$ cat src/rtl/adc_rd_pkg.sv
package adc_rd_pkg;

    typedef enum logic [1:0] {
        ST_IDLE = 2'd0,
        ST_RUN  = 2'd1,
        ST_GAP  = 2'd2
    } rd_state_e;

endpackage

$ cat src/rtl/adc_rd_tick.sv
module adc_rd_tick #(
    parameter int HALF_DIV = 4
) (
    input  logic clk,
    input  logic rst_n,
    input  logic run,
    output logic half_done
);
    localparam int CW = $clog2(HALF_DIV + 1);
    localparam logic [CW-1:0] LAST = CW'(HALF_DIV - 1);

    logic [CW-1:0] cnt_d, cnt_q;

    always_comb begin
        half_done = run && (cnt_q == LAST);
        if (!run || half_done) begin
            cnt_d = '0;
        end else begin
            cnt_d = cnt_q + 1'b1;
        end
    end

    always_ff @(posedge clk or negedge rst_n) begin
        if (!rst_n) begin
            cnt_q <= '0;
        end else begin
            cnt_q <= cnt_d;
        end
    end
endmodule

$ cat src/rtl/adc_rd_cap.sv
module adc_rd_cap #(
    parameter int WORD_W = 12
) (
    input  logic              clk,
    input  logic              rst_n,
    input  logic              clr,
    input  logic              dat_en,
    input  logic              ech_en,
    input  logic              bit_in,
    output logic [WORD_W-1:0] word,
    output logic              mism
);
    localparam int IW = $clog2(WORD_W + 1);

    typedef struct packed {
        logic [WORD_W-1:0] word;
        logic [IW-1:0]     idx;
        logic              mism;
    } cap_t;

    cap_t r_q, r_d;

    always_comb begin
        r_d = r_q;
        if (clr) begin
            r_d.word = '0;
            r_d.idx  = IW'(1);
            r_d.mism = 1'b0;
        end else if (dat_en) begin
            r_d.word = {r_q.word[WORD_W-2:0], bit_in};
        end else if (ech_en) begin
            if (bit_in != r_q.word[r_q.idx]) begin
                r_d.mism = 1'b1;
            end
            r_d.idx = r_q.idx + 1'b1;
        end
    end

    always_ff @(posedge clk or negedge rst_n) begin
        if (!rst_n) begin
            r_q <= '0;
        end else begin
            r_q <= r_d;
        end
    end

    assign word = r_q.word;
    assign mism = r_q.mism;
endmodule

$ cat src/rtl/adc_rd_ctrl.sv
module adc_rd_ctrl
    import adc_rd_pkg::*;
#(
    parameter int WORD_W   = 12,
    parameter int HALF_DIV = 4,
    parameter int PRE_CYC  = 2,
    parameter int GAP_CYC  = 8
) (
    input  logic              clk,
    input  logic              rst_n,
    input  logic              start,
    input  logic              echo_en,
    input  logic              sdi,
    output logic              cs_n,
    output logic              sclk,
    output logic              busy,
    output logic              valid,
    output logic [WORD_W-1:0] data,
    output logic              mismatch
);
    localparam int N_PLAIN_I = PRE_CYC + 1 + WORD_W;
    localparam int N_ECHO_I  = PRE_CYC + 2 * WORD_W;
    localparam int EW        = $clog2(N_ECHO_I + 1);
    localparam int GW        = $clog2(GAP_CYC + 1);
    localparam logic [EW-1:0] K_FIRST = EW'(PRE_CYC + 1);
    localparam logic [EW-1:0] K_LAST  = EW'(PRE_CYC + WORD_W);
    localparam logic [EW-1:0] N_PLAIN = EW'(N_PLAIN_I);
    localparam logic [EW-1:0] N_ECHO  = EW'(N_ECHO_I);
    localparam logic [GW-1:0] G_LAST  = GW'(GAP_CYC - 1);

    typedef struct packed {
        rd_state_e     st;
        logic          cs_n;
        logic          sclk;
        logic [EW-1:0] edge_cnt;
        logic          echo;
        logic [GW-1:0] gap_cnt;
        logic          valid;
    } ctl_t;

    ctl_t r_q, r_d;
    logic half_done;
    logic cap_clr, dat_en, ech_en;

    adc_rd_tick #(.HALF_DIV(HALF_DIV)) u_tick (
        .clk       (clk),
        .rst_n     (rst_n),
        .run       (r_q.st == ST_RUN),
        .half_done (half_done)
    );

    adc_rd_cap #(.WORD_W(WORD_W)) u_cap (
        .clk    (clk),
        .rst_n  (rst_n),
        .clr    (cap_clr),
        .dat_en (dat_en),
        .ech_en (ech_en),
        .bit_in (sdi),
        .word   (data),
        .mism   (mismatch)
    );

    always_comb begin
        r_d     = r_q;
        r_d.valid = 1'b0;
        cap_clr = 1'b0;
        dat_en  = 1'b0;
        ech_en  = 1'b0;
        case (r_q.st)
            ST_IDLE: begin
                if (start) begin
                    r_d.st       = ST_RUN;
                    r_d.cs_n     = 1'b0;
                    r_d.sclk     = 1'b0;
                    r_d.edge_cnt = '0;
                    r_d.echo     = echo_en;
                    cap_clr      = 1'b1;
                end
            end
            ST_RUN: begin
                if (half_done) begin
                    if (!r_q.sclk) begin
                        r_d.sclk     = 1'b1;
                        r_d.edge_cnt = r_q.edge_cnt + 1'b1;
                        if (r_q.edge_cnt >= K_FIRST && r_q.edge_cnt <= K_LAST) begin
                            dat_en = 1'b1;
                        end else if (r_q.echo && r_q.edge_cnt > K_LAST) begin
                            ech_en = 1'b1;
                        end
                    end else if (r_q.edge_cnt == (r_q.echo ? N_ECHO : N_PLAIN)) begin
                        r_d.st      = ST_GAP;
                        r_d.cs_n    = 1'b1;
                        r_d.sclk    = 1'b0;
                        r_d.valid   = 1'b1;
                        r_d.gap_cnt = '0;
                    end else begin
                        r_d.sclk = 1'b0;
                    end
                end
            end
            ST_GAP: begin
                if (r_q.gap_cnt == G_LAST) begin
                    r_d.st = ST_IDLE;
                end else begin
                    r_d.gap_cnt = r_q.gap_cnt + 1'b1;
                end
            end
            default: begin
                r_d.st   = ST_IDLE;
                r_d.cs_n = 1'b1;
                r_d.sclk = 1'b0;
            end
        endcase
    end

    always_ff @(posedge clk or negedge rst_n) begin
        if (!rst_n) begin
            r_q      <= '0;
            r_q.st   <= ST_IDLE;
            r_q.cs_n <= 1'b1;
        end else begin
            r_q <= r_d;
        end
    end

    assign cs_n  = r_q.cs_n;
    assign sclk  = r_q.sclk;
    assign busy  = (r_q.st != ST_IDLE);
    assign valid = r_q.valid;
endmodule

$ cat config.mk
export PLATFORM = sky130hd
export DESIGN_NAME = adc_rd_ctrl
export DESIGN_NICKNAME = d
export VERILOG_FILES = /design/src/rtl/adc_rd_pkg.sv /design/src/rtl/adc_rd_tick.sv /design/src/rtl/adc_rd_cap.sv /design/src/rtl/adc_rd_ctrl.sv
export SDC_FILE = /design/constraint.sdc
export NUM_CORES = 1
export LEC_CHECK = 0
export ABC_CLOCK_PERIOD_IN_PS = 2800
export BUFFER_PORTS_ARGS = -buffer_cell sky130_fd_sc_hd__buf_2
export CAP_MARGIN = 20
export CORE_MARGIN = 1.5
export CORE_UTILIZATION = 24
export CTS_CLUSTER_DIAMETER = 120
export CTS_CLUSTER_SIZE = 14
export DETAILED_ROUTE_END_ITERATION = 7
export PLACE_DENSITY = 0.46
export SETUP_SLACK_MARGIN = 0.02
export SLEW_MARGIN = 20
export SYNTH_ARGS = -nofsm -noshare
export SYNTH_HDL_FRONTEND = slang
export SYNTH_SLANG_ARGS = --single-unit
$ cat constraint.sdc
create_clock -name clk -period 2.8 [get_ports clk]
set_input_delay 0 -clock clk [delete_from_list [all_inputs] [get_ports clk]]
set_output_delay 0 -clock clk [all_outputs]
set_load 0.1 [all_outputs]
Word level (Yosys, flattened, before mapping) --
Index checks and enable logic that the tools add are counted.
Storage, ports and cells: bits of input ports 5, register bits after elaboration 35, logic and storage cells 90
Cells by class: mux-type cells 36, eq/ne operators 14, $add $sub $neg 4, magnitude comparators 4, reduce and logical (&&, ||, !) cells 20, bitwise operators 1
Operators with widths (count):
- $mux W5 | 7
- $mux W17 | 1
- $ne A2 B2 Y1 const B | 8
- $mux W1 | 15
- $reduce_and A5 Y1 | 3
- $mux W12 | 1
- $pmux W2 S3 | 2
- $reduce_bool A2 Y1 | 6
- $mux W10 | 1
- $pmux W5 S2 | 1
- $mux W3 | 3
- $mux W9 | 1
- $add A4 B1 Y4 const B | 2
- $pmux W4 S2 | 1
- $reduce_and A3 Y1 | 2
- $add A5 B1 Y5 const B | 1
- $eq A5 B5 Y1 | 1
- $ge A5 B2 Y1 const B | 1
- $gt A5 B4 Y1 const B | 1
- $le A5 B4 Y1 const B | 1
- $lt A4 B5 Y1 const B | 1
- $bmux W1 S4 | 1
- $eq A4 B3 Y1 const B | 1
- $mux W4 | 1
- other kinds (13) | 16

Depth between registers and ports, before layout --
Gate-level depths: netlist of the first run.
word-level depth 10, gate-level depth with buffers 7, depth with buffers taken out 6

Hierarchy --
Synthesis of the first run repeated with hierarchy kept, for this count alone.
Second synthesis, totals: cells, all modules 181, area, all modules 1953.1 µm²
Modules (own cells, without submodules):
- adc_rd_cap | sequential area each 425.4 µm², times used 1, cells an instance 92, area an instance 960.9 µm²
- adc_rd_ctrl | sequential area each 376.6 µm², times used 1, cells an instance 79, area an instance 857.1 µm²
- adc_rd_tick | sequential area each 75.1 µm², times used 1, cells an instance 10, area an instance 135.1 µm²

Worst setup path before layout of the first run --
OpenSTA, ideal clock, no wires.
path type register to register, start point reg r_q, in the netlist sclk, end point reg u_cap.r_q, in the netlist u_cap.mism, data arrival time 2.061 ns, buffers on the path 1, data required time 2.669 ns, path slack 0.607 ns, period minus slack after synthesis 2.193 ns, cell stages (with the launch flop) 6, library setup time 0.131 ns, path through dfrtp_1 > and4bb_1 > buf_6 > o211ai_4 > and4b_1 > or3_1
On the way: word-level cells in the longest chain between the ends 5
Ends and longest elaborated chain:
- start, declared | RTL line adc_rd_ctrl.sv:41 | ctl_t r_q, r_d;
- start signal, assigned | RTL line adc_rd_ctrl.sv:122 | r_q <= r_d;
- $mux W1 | RTL line adc_rd_ctrl.sv:82 | if (!r_q.sclk) begin
- $mux W1 | RTL line adc_rd_ctrl.sv:81 | if (half_done) begin
- $mux W1 | RTL line adc_rd_ctrl.sv:69 | case (r_q.st)
- $ne A2 B2 Y1 (no line) / $reduce_bool A2 Y1 (equally long branches)
- $reduce_and A3 Y1 (no line) (*)
- end signal, assigned | RTL line adc_rd_cap.sv:43 | r_q <= r_d;
- end, declared | RTL line adc_rd_cap.sv:21 | cap_t r_q, r_d;
Mark *: on every way between the ends. The rest lies on a longest branch, timed or not. A chain may end at the register's enable or synchronous reset.

Worst setup path after layout of the first run --
start point reg r_q[6] (netlist name), end point reg u_cap.r_q, in the netlist u_cap.word[5]
On the way: word-level cells in the longest chain between the ends 7
Ends and longest elaborated chain:
- $ge A5 B2 Y1 / $le A5 B4 Y1 (equally long branches) | RTL line adc_rd_ctrl.sv:85 | if (r_q.edge_cnt >= K_FIRST && r_q.edge_cnt <= K_LAST) begin
- $logic_and A1 B1 Y1 (*) | RTL line adc_rd_ctrl.sv:85
- $mux W1 (*) | RTL line adc_rd_ctrl.sv:85
- $mux W1 (*) | RTL line adc_rd_ctrl.sv:82
- $mux W1 (*) | RTL line adc_rd_ctrl.sv:81
- $mux W1 (*) | RTL line adc_rd_ctrl.sv:69
- $reduce_bool A2 Y1 (no line) (*)
Marks and branches as above.

==> run_results.csv, run 1 <==
group,metric,value,unit
run_status,outcome,"finished clean",
clock_network,cts_tree,"built",
global_routing,antenna_found_initial,0,
drt,drt-total-wl,3.64,mm
pwr,fin_total_pwr,1.66,mW
sta,setup_slack,0.682,ns
critical_path,arrival,2.29,ns
clock_network,clockRootBuffer,"clkbuf_8",
global_routing,grt.overflow.total,0,
drt,drt_iter0_markers,23,
clock_network,ctsHoldBuffers,2,
worst_hold_path,whs_endpoint,"u_cap.word[0]$_DFFE_PN0P_",
critical_path,cp.required,2.97,ns
synth,syn_nets,177,
synth,avgSynthCellArea,11.4,sq um
sta,min_period,2.12,ns
synth,syn-cell-area,0.00190,sq mm
layout,final_cells,283,
synth,yosys_warnings,0,
layout,layout_common_cells,"dfrtp_1 (34), buf_2 (21), nor2b_1 (16)",
synth,ys_seq_area_share,46.3,%
sta,finalMaxSlewViolations,0,
placement,dpl_cell_area,0.00201,sq mm
pwr,peakVddDrop,0.000486,V
critical_path,regToRegEndpoint,"u_cap.word[5]$_DFFE_PN0P_",
critical_path,r2r_slack,0.68,ns
clock_network,htreeDepth,2,
drt,vias_per_cell,4.32,
sta,grt_setup_unrepaired,"false",
floorplan,io-pin-count,22,
drt,firstDrtPassIters,2,
clock_network,cts_buffers,5,
critical_path,cp_slowest_stage_delay,0.59,ns
floorplan,die_width,91.9,um
worst_hold_path,hold_path_class,"in2reg",
critical_path,crit_type,"reg2reg",
clock_network,clk_pin_slew,0.07,ns
clock_network,clock_latency,0.29,ns
drt,wl_per_cell,12.9,um
sta,hold_viol,0,
layout,finalInstanceArea,0.00214,sq mm
floorplan,row_count,32,
sta,setup_viol,0,
critical_path,crit_family,"compound AO/OA/AOI/OAI gates",
synth,syn-instance-count,166,
synth,synth_seq_cells,35,
critical_path,regToRegStartpoint,"r_q[6]$_DFFE_PN0P_",
worst_hold_path,hp-start,"sdi",
critical_path,worstSetupStartpointType,"flop",
synth,synth_edf_count,0,
sta,fmaxAchievable,472,MHz
clock_network,clock_path_buffers,2,
drt,drc,0,
global_routing,grt_pass1_wl,6.26,mm
sta,slew_headroom,44.6,%
floorplan,core,0.00769,sq mm
layout,final_nets,191,
layout,num-fill-cells,841,
critical_path,endpoint_kind,"flop",
sta,period_share,75.6,%
sta,worst_pin_slew,0.831,ns
synth,async_flop_share,100,%
placement,place.detailed.hpwl,2.47,mm
critical_path,cp_cell_sequence,"ha_1 > a211o_1 > o311ai_4 > mux2_2",
critical_path,worstPathMaxFanout,12,
flow_run,maxCapViolCount,0,
placement,dpl.cell_count,273,
floorplan,die_h,91.9,um
drt,detail-route-antenna-nets,0,
clock_network,post_cts_buffers,0,
layout,final_common_cell,"dfrtp_1",
worst_hold_path,hold_depth,2,
layout,area.growth.synth_to_final,13.1,%
global_routing,grt_pass1_vias,1255,
layout,fin_util,27.9,%
critical_path,startpoint,"r_q[6]$_DFFE_PN0P_",
floorplan,dieArea,0.00844,sq mm
critical_path,crit_buf_inv,0,
pwr,power_density,776,mW/mm^2
sta,fin_skew,0.00261,ns
global_routing,grt_max_degree,36,
pwr,p_leak,1.02,nW
sta,hold-worst-slack,0.0152,ns
clock_network,postCtsResizedCells,0,
drt,vias,1223,
placement,port_buffers,21,
global_routing,globalRouteTotalUtil,9.54,%
clock_network,numClockSinks,35,
layout,n_antenna_cell,0,
sta,fin_tns_setup,0,ns
synth,synth.distinct_cells,45,
critical_path,reg2regPathDepth,4,
floorplan,start_util,24.7,%
critical_path,cpMaxStageDelayCell,"o311ai_4",
synth,synth_flop_cell,"dfrtp_1",
placement,post-place-ws,0.390,ns
placement,place.gp.congestion,0.716,
layout,drive_above_1_share,28.2,%
## metal layers
metal | up-vias | routed length [um] | GRT usage (%)
met2 | 22 | 1670 | 14.6
met3 | 5 | 152 | 2.74
met4 | 0 | 57 | 4.23
met1 | 597 | 1760 | 12.5
met5 | - | 0 | 0
li1 | 599 | - | -
## worst max path at each step
| stage | end | slack [ns] | cells past startpoint |
|---|---|---|---|
| after floorplan | u_cap.mism$_DFFE_PN0P_ | 0.61 | 5 |
| after global placement | u_cap.word[10]$_DFFE_PN0P_ | 0.37 | 4 |
| after CTS | u_cap.word[5]$_DFFE_PN0P_ | 0.38 | 4 |
| after global routing | u_cap.mism$_DFFE_PN0P_ | 0.57 | 6 |
| final | u_cap.word[5]$_DFFE_PN0P_ | 0.68 | 4 |
| after detailed placement | u_cap.word[2]$_DFFE_PN0P_ | 0.39 | 4 |
## cell type report
cell class              instances  area [sq um]  share of cell area (%)
inverters                       8          30.0                    1.40
repair buffers                 24           133                    6.19
well taps                     102           128                    5.95
flip-flops and latches         35           877                    40.9
multi-input cells             106           876                    40.9
clock buffers                   8           100                    4.67
## worst register-to-register path: cells and delay by family (launching register included)
family	cells	cell delay, ns
AO/OA/AOI/OAI	2	0.90
flip-flops	1	0.45
multiplexers	1	0.41
adder cells (fa/ha/maj)	1	0.25
## Yosys cell counts, drive strengths merged (2+ instances only)
| master | instances | area, sq um |
|---|---|---|
| a21oi | 4 | 20.0 |
| a31oi | 2 | 12.5 |
| and4b | 2 | 20.0 |
| buf | 16 | 119 |
| dfrtp | 34 | 851 |
| ha | 6 | 75.1 |
| inv | 8 | 30.0 |
| mux2 | 14 | 158 |
| mux2i | 2 | 20.0 |
| mux4 | 3 | 67.6 |
| nand2 | 3 | 11.3 |
| nand2b | 3 | 18.8 |
| nand4 | 2 | 12.5 |
| nor2 | 11 | 41.3 |
| nor2b | 16 | 100 |
| nor3 | 2 | 10.0 |
| nor3b | 2 | 20.0 |
| nor4bb | 2 | 20.0 |
| o211ai | 2 | 28.8 |
| o21ai | 5 | 25.0 |
| or3 | 3 | 18.8 |
| xor2 | 5 | 43.8 |
## where the power goes
group	leakage [nW]	total [mW]	switching (mW)	internal, mW
sequential	0.462	0.718	0.122	0.596
combinational	0.505	0.533	0.346	0.186
clock	0.0515	0.412	0.188	0.225
## sequential cells by signal, summed over array words and instances (netlist names)
register and flops:
valid 1, r_q 12, u_cap.mism 1, u_cap.word 12, u_tick.cnt_q 3, sclk 1, u_cap.r_q 4, cs_n 1
## logic make-up (layout without fill, tap and decap cells)
kind of cell / after synthesis / in the layout / synth area share, %
adder cells (fa/ha/maj): 6 / 6 / 3.96
multiplexers: 19 / 19 / 12.9
AO/OA/AOI/OAI: 21 / 21 / 8.45
flip-flops: 35 / 35 / 46.3
AND/OR/NAND/NOR: 54 / 54 / 17.6
buffers and inverters: 25 / 40 / 8.05
XOR/XNOR: 6 / 6 / 2.77
Power figures use the tool's default switching activity.
==> inputs of run 2 (changes only) <==
Settings changed: ABC_CLOCK_PERIOD_IN_PS 2800 to 1900, PLACE_DENSITY 0.46 to 0.47.
Clock period 2.8 ns to 1.9 ns, I/O delays scaled along.
==> run 2 against run 1 <==
Sequential power increased by 45%. Worst setup slack got worse by 0.62 ns. Combinational power increased by 79%. Cell count increased by 5.3%. Critical path type unchanged. Critical endpoint is now u_cap.word[0]$_DFFE_PN0P_. Highest routed layer unchanged.
==> run_results.csv, run 2 (synthesis results as in run 1) <==
group,metric,value,unit
floorplan,start_util,24.7,%
critical_path,cpMaxStageDelayCell,"dfrtp_1",
global_routing,grt.overflow.total,0,
clock_network,cts_tree,"built",
drt,vias,1292,
drt,detail-route-antenna-nets,0,
layout,final_common_cell,"dfrtp_1",
sta,finalMaxSlewViolations,0,
clock_network,clk_pin_slew,0.07,ns
layout,num-fill-cells,828,
layout,drive_above_1_share,35.2,%
drt,wl_per_cell,12.6,um
sta,period_share,96.9,%
floorplan,core,0.00769,sq mm
critical_path,startpoint,"r_q[7]$_DFFE_PN0P_",
drt,drt_iter0_markers,52,
global_routing,globalRouteTotalUtil,9.44,%
critical_path,endpoint,"u_cap.word[0]$_DFFE_PN0P_",
critical_path,worstSetupStartpointType,"flop",
placement,port_buffers,21,
critical_path,crit_family,"compound AO/OA/AOI/OAI gates",
critical_path,r2r_slack,0.06,ns
layout,layout_common_cells,"dfrtp_1 (33), buf_2 (21), nor2b_1 (16)",
layout,final_nets,206,
layout,area.growth.synth_to_final,20.7,%
clock_network,htreeDepth,2,
pwr,p_leak,1.09,nW
critical_path,crit_type,"reg2reg",
layout,n_antenna_cell,0,
drt,drc,0,
placement,place.gp.congestion,0.681,
critical_path,worstPathMaxFanout,6,
critical_path,regToRegStartpoint,"r_q[7]$_DFFE_PN0P_",
drt,drt-total-wl,3.75,mm
placement,dpl_cell_area,0.00212,sq mm
clock_network,numClockSinks,35,
sta,fin_skew,0.00583,ns
sta,grt_setup_unrepaired,"true",
pwr,fin_total_pwr,2.52,mW
sta,fmaxAchievable,543,MHz
worst_hold_path,hold_path_class,"in2reg",
floorplan,row_count,32,
sta,min_period,1.84,ns
drt,firstDrtPassIters,4,
layout,finalInstanceArea,0.00229,sq mm
sta,slew_headroom,45.7,%
sta,hold_viol,0,
floorplan,die_h,91.9,um
clock_network,clock_latency,0.28,ns
global_routing,antenna_found_initial,0,
floorplan,die_width,91.9,um
critical_path,endpoint_kind,"flop",
clock_network,clockRootBuffer,"clkbuf_8",
floorplan,dieArea,0.00844,sq mm
placement,place.detailed.hpwl,2.51,mm
critical_path,path_depth,5,
global_routing,grt_pass1_wl,6.31,mm
global_routing,grt_max_degree,36,
global_routing,grt_pass1_vias,1246,
drt,vias_per_cell,4.34,
critical_path,cp_cell_sequence,"ha_2 > a211o_1 > o311ai_4 > buf_6 > mux2_2",
flow_run,maxCapViolCount,0,
sta,worst_pin_slew,0.814,ns
pwr,power_density,1100,mW/mm^2
floorplan,io-pin-count,22,
critical_path,cp_slowest_stage_delay,0.41,ns
clock_network,clock_path_buffers,2,
run_status,outcome,"finished clean",
critical_path,cp.required,2.07,ns
critical_path,arrival,2.01,ns
pwr,peakVddDrop,0.000303,V
sta,setup_viol,0,
critical_path,reg2regPathDepth,5,
critical_path,regToRegEndpoint,"u_cap.word[0]$_DFFE_PN0P_",
critical_path,crit_buf_inv,1,
clock_network,cts_buffers,5,
-- run 2: changes by cell type in the layout (fill, tap and decap cells not counted), sizes merged --
cell | before | now
buf | 22 | 36
clkinv | 0 | 1
clkbuf | 8 | 7
dlygate4sd3 | 2 | 3
-- run 2: worst min-delay path by stage --
stage,slack [ns],startpoint,to,cells after the start
floorplan,-0.30,rst_n,r_q[10]$_DFFE_PN0P_,0
global placement,0.14,rst_n,u_cap.word[3]$_DFFE_PN0P_,1
detailed placement,0.16,rst_n,u_cap.word[3]$_DFFE_PN0P_,1
CTS,0.05,start,sclk$_DFFE_PN0P_,3
global route,0.08,start,sclk$_DFFE_PN0P_,3
finish,0.05,start,sclk$_DFFE_PN0P_,3
-- run 2: worst register-to-register path, delay by kind of cell, from the launching register on --
kind            cells  cell delay, ns
compound gates      2            0.59
buf+inv             1            0.19
flops               1            0.41
fa+ha+maj           1            0.21
mux                 1            0.33
-- run 2: what timing repair did --
| action | in CTS | in global routing |
|---|---|---|
| endpoints found under the setup margin | 0 | 14 |
| hold buffers | 3 | 0 |
| buffers inserted | 0 | 1 |
| gates resized for setup | 0 | 11 |
| hold endpoints to repair | 36 | 0 |
-- run 2: where the power goes --
group / internal (mW) / switching [mW] / total [mW]
clock: 0.257 / 0.270 / 0.527
sequential: 0.886 / 0.154 / 1.04
combinational: 0.383 / 0.572 / 0.955
-- run 2: through the flow --
| step | setup TNS, ns | cells | worst slack (ns) | hold WS (ns) | utilization [%] |
|---|---|---|---|---|---|
| final | 0 | 298 | 0.0587 | 0.0462 | 29.8 |
| after global routing | -0.0407 | 298 | -0.00744 | 0.0806 | 29.8 |
| after CTS | 0 | 296 | 0.0501 | 0.0488 | 29.1 |
| after detailed placement | 0 | 285 | 0.0585 | 0.162 | 27.6 |
| after global placement | 0 | 285 | 0.0822 | 0.139 | 27.6 |
| after floorplan | 0 | 166 | 0.0488 | -0.296 | - |
-- run 2: layout make-up --
type                       instances  area (sq um)  area share (%)
multi-input combinational        106           908            39.7
sequential                        35           881            38.5
timing repair buffer              39           259            11.3
tap                              102           128            5.58
clock buffer                       7          76.3            3.34
inverter                           8          30.0            1.31
clock inverter                     1          5.00           0.219
-- run 2: metal layers --
layer | wire length [um] | share of wire (%) | up-vias | track usage [%]
met2 | 1620 | 43 | 16 | 13.5
met1 | 1970 | 53 | 642 | 13.7
li1 | - | - | 629 | -
met5 | 0 | 0 | - | 0
met4 | 55 | 1.5 | 0 | 3.08
met3 | 100 | 2.7 | 5 | 2.40
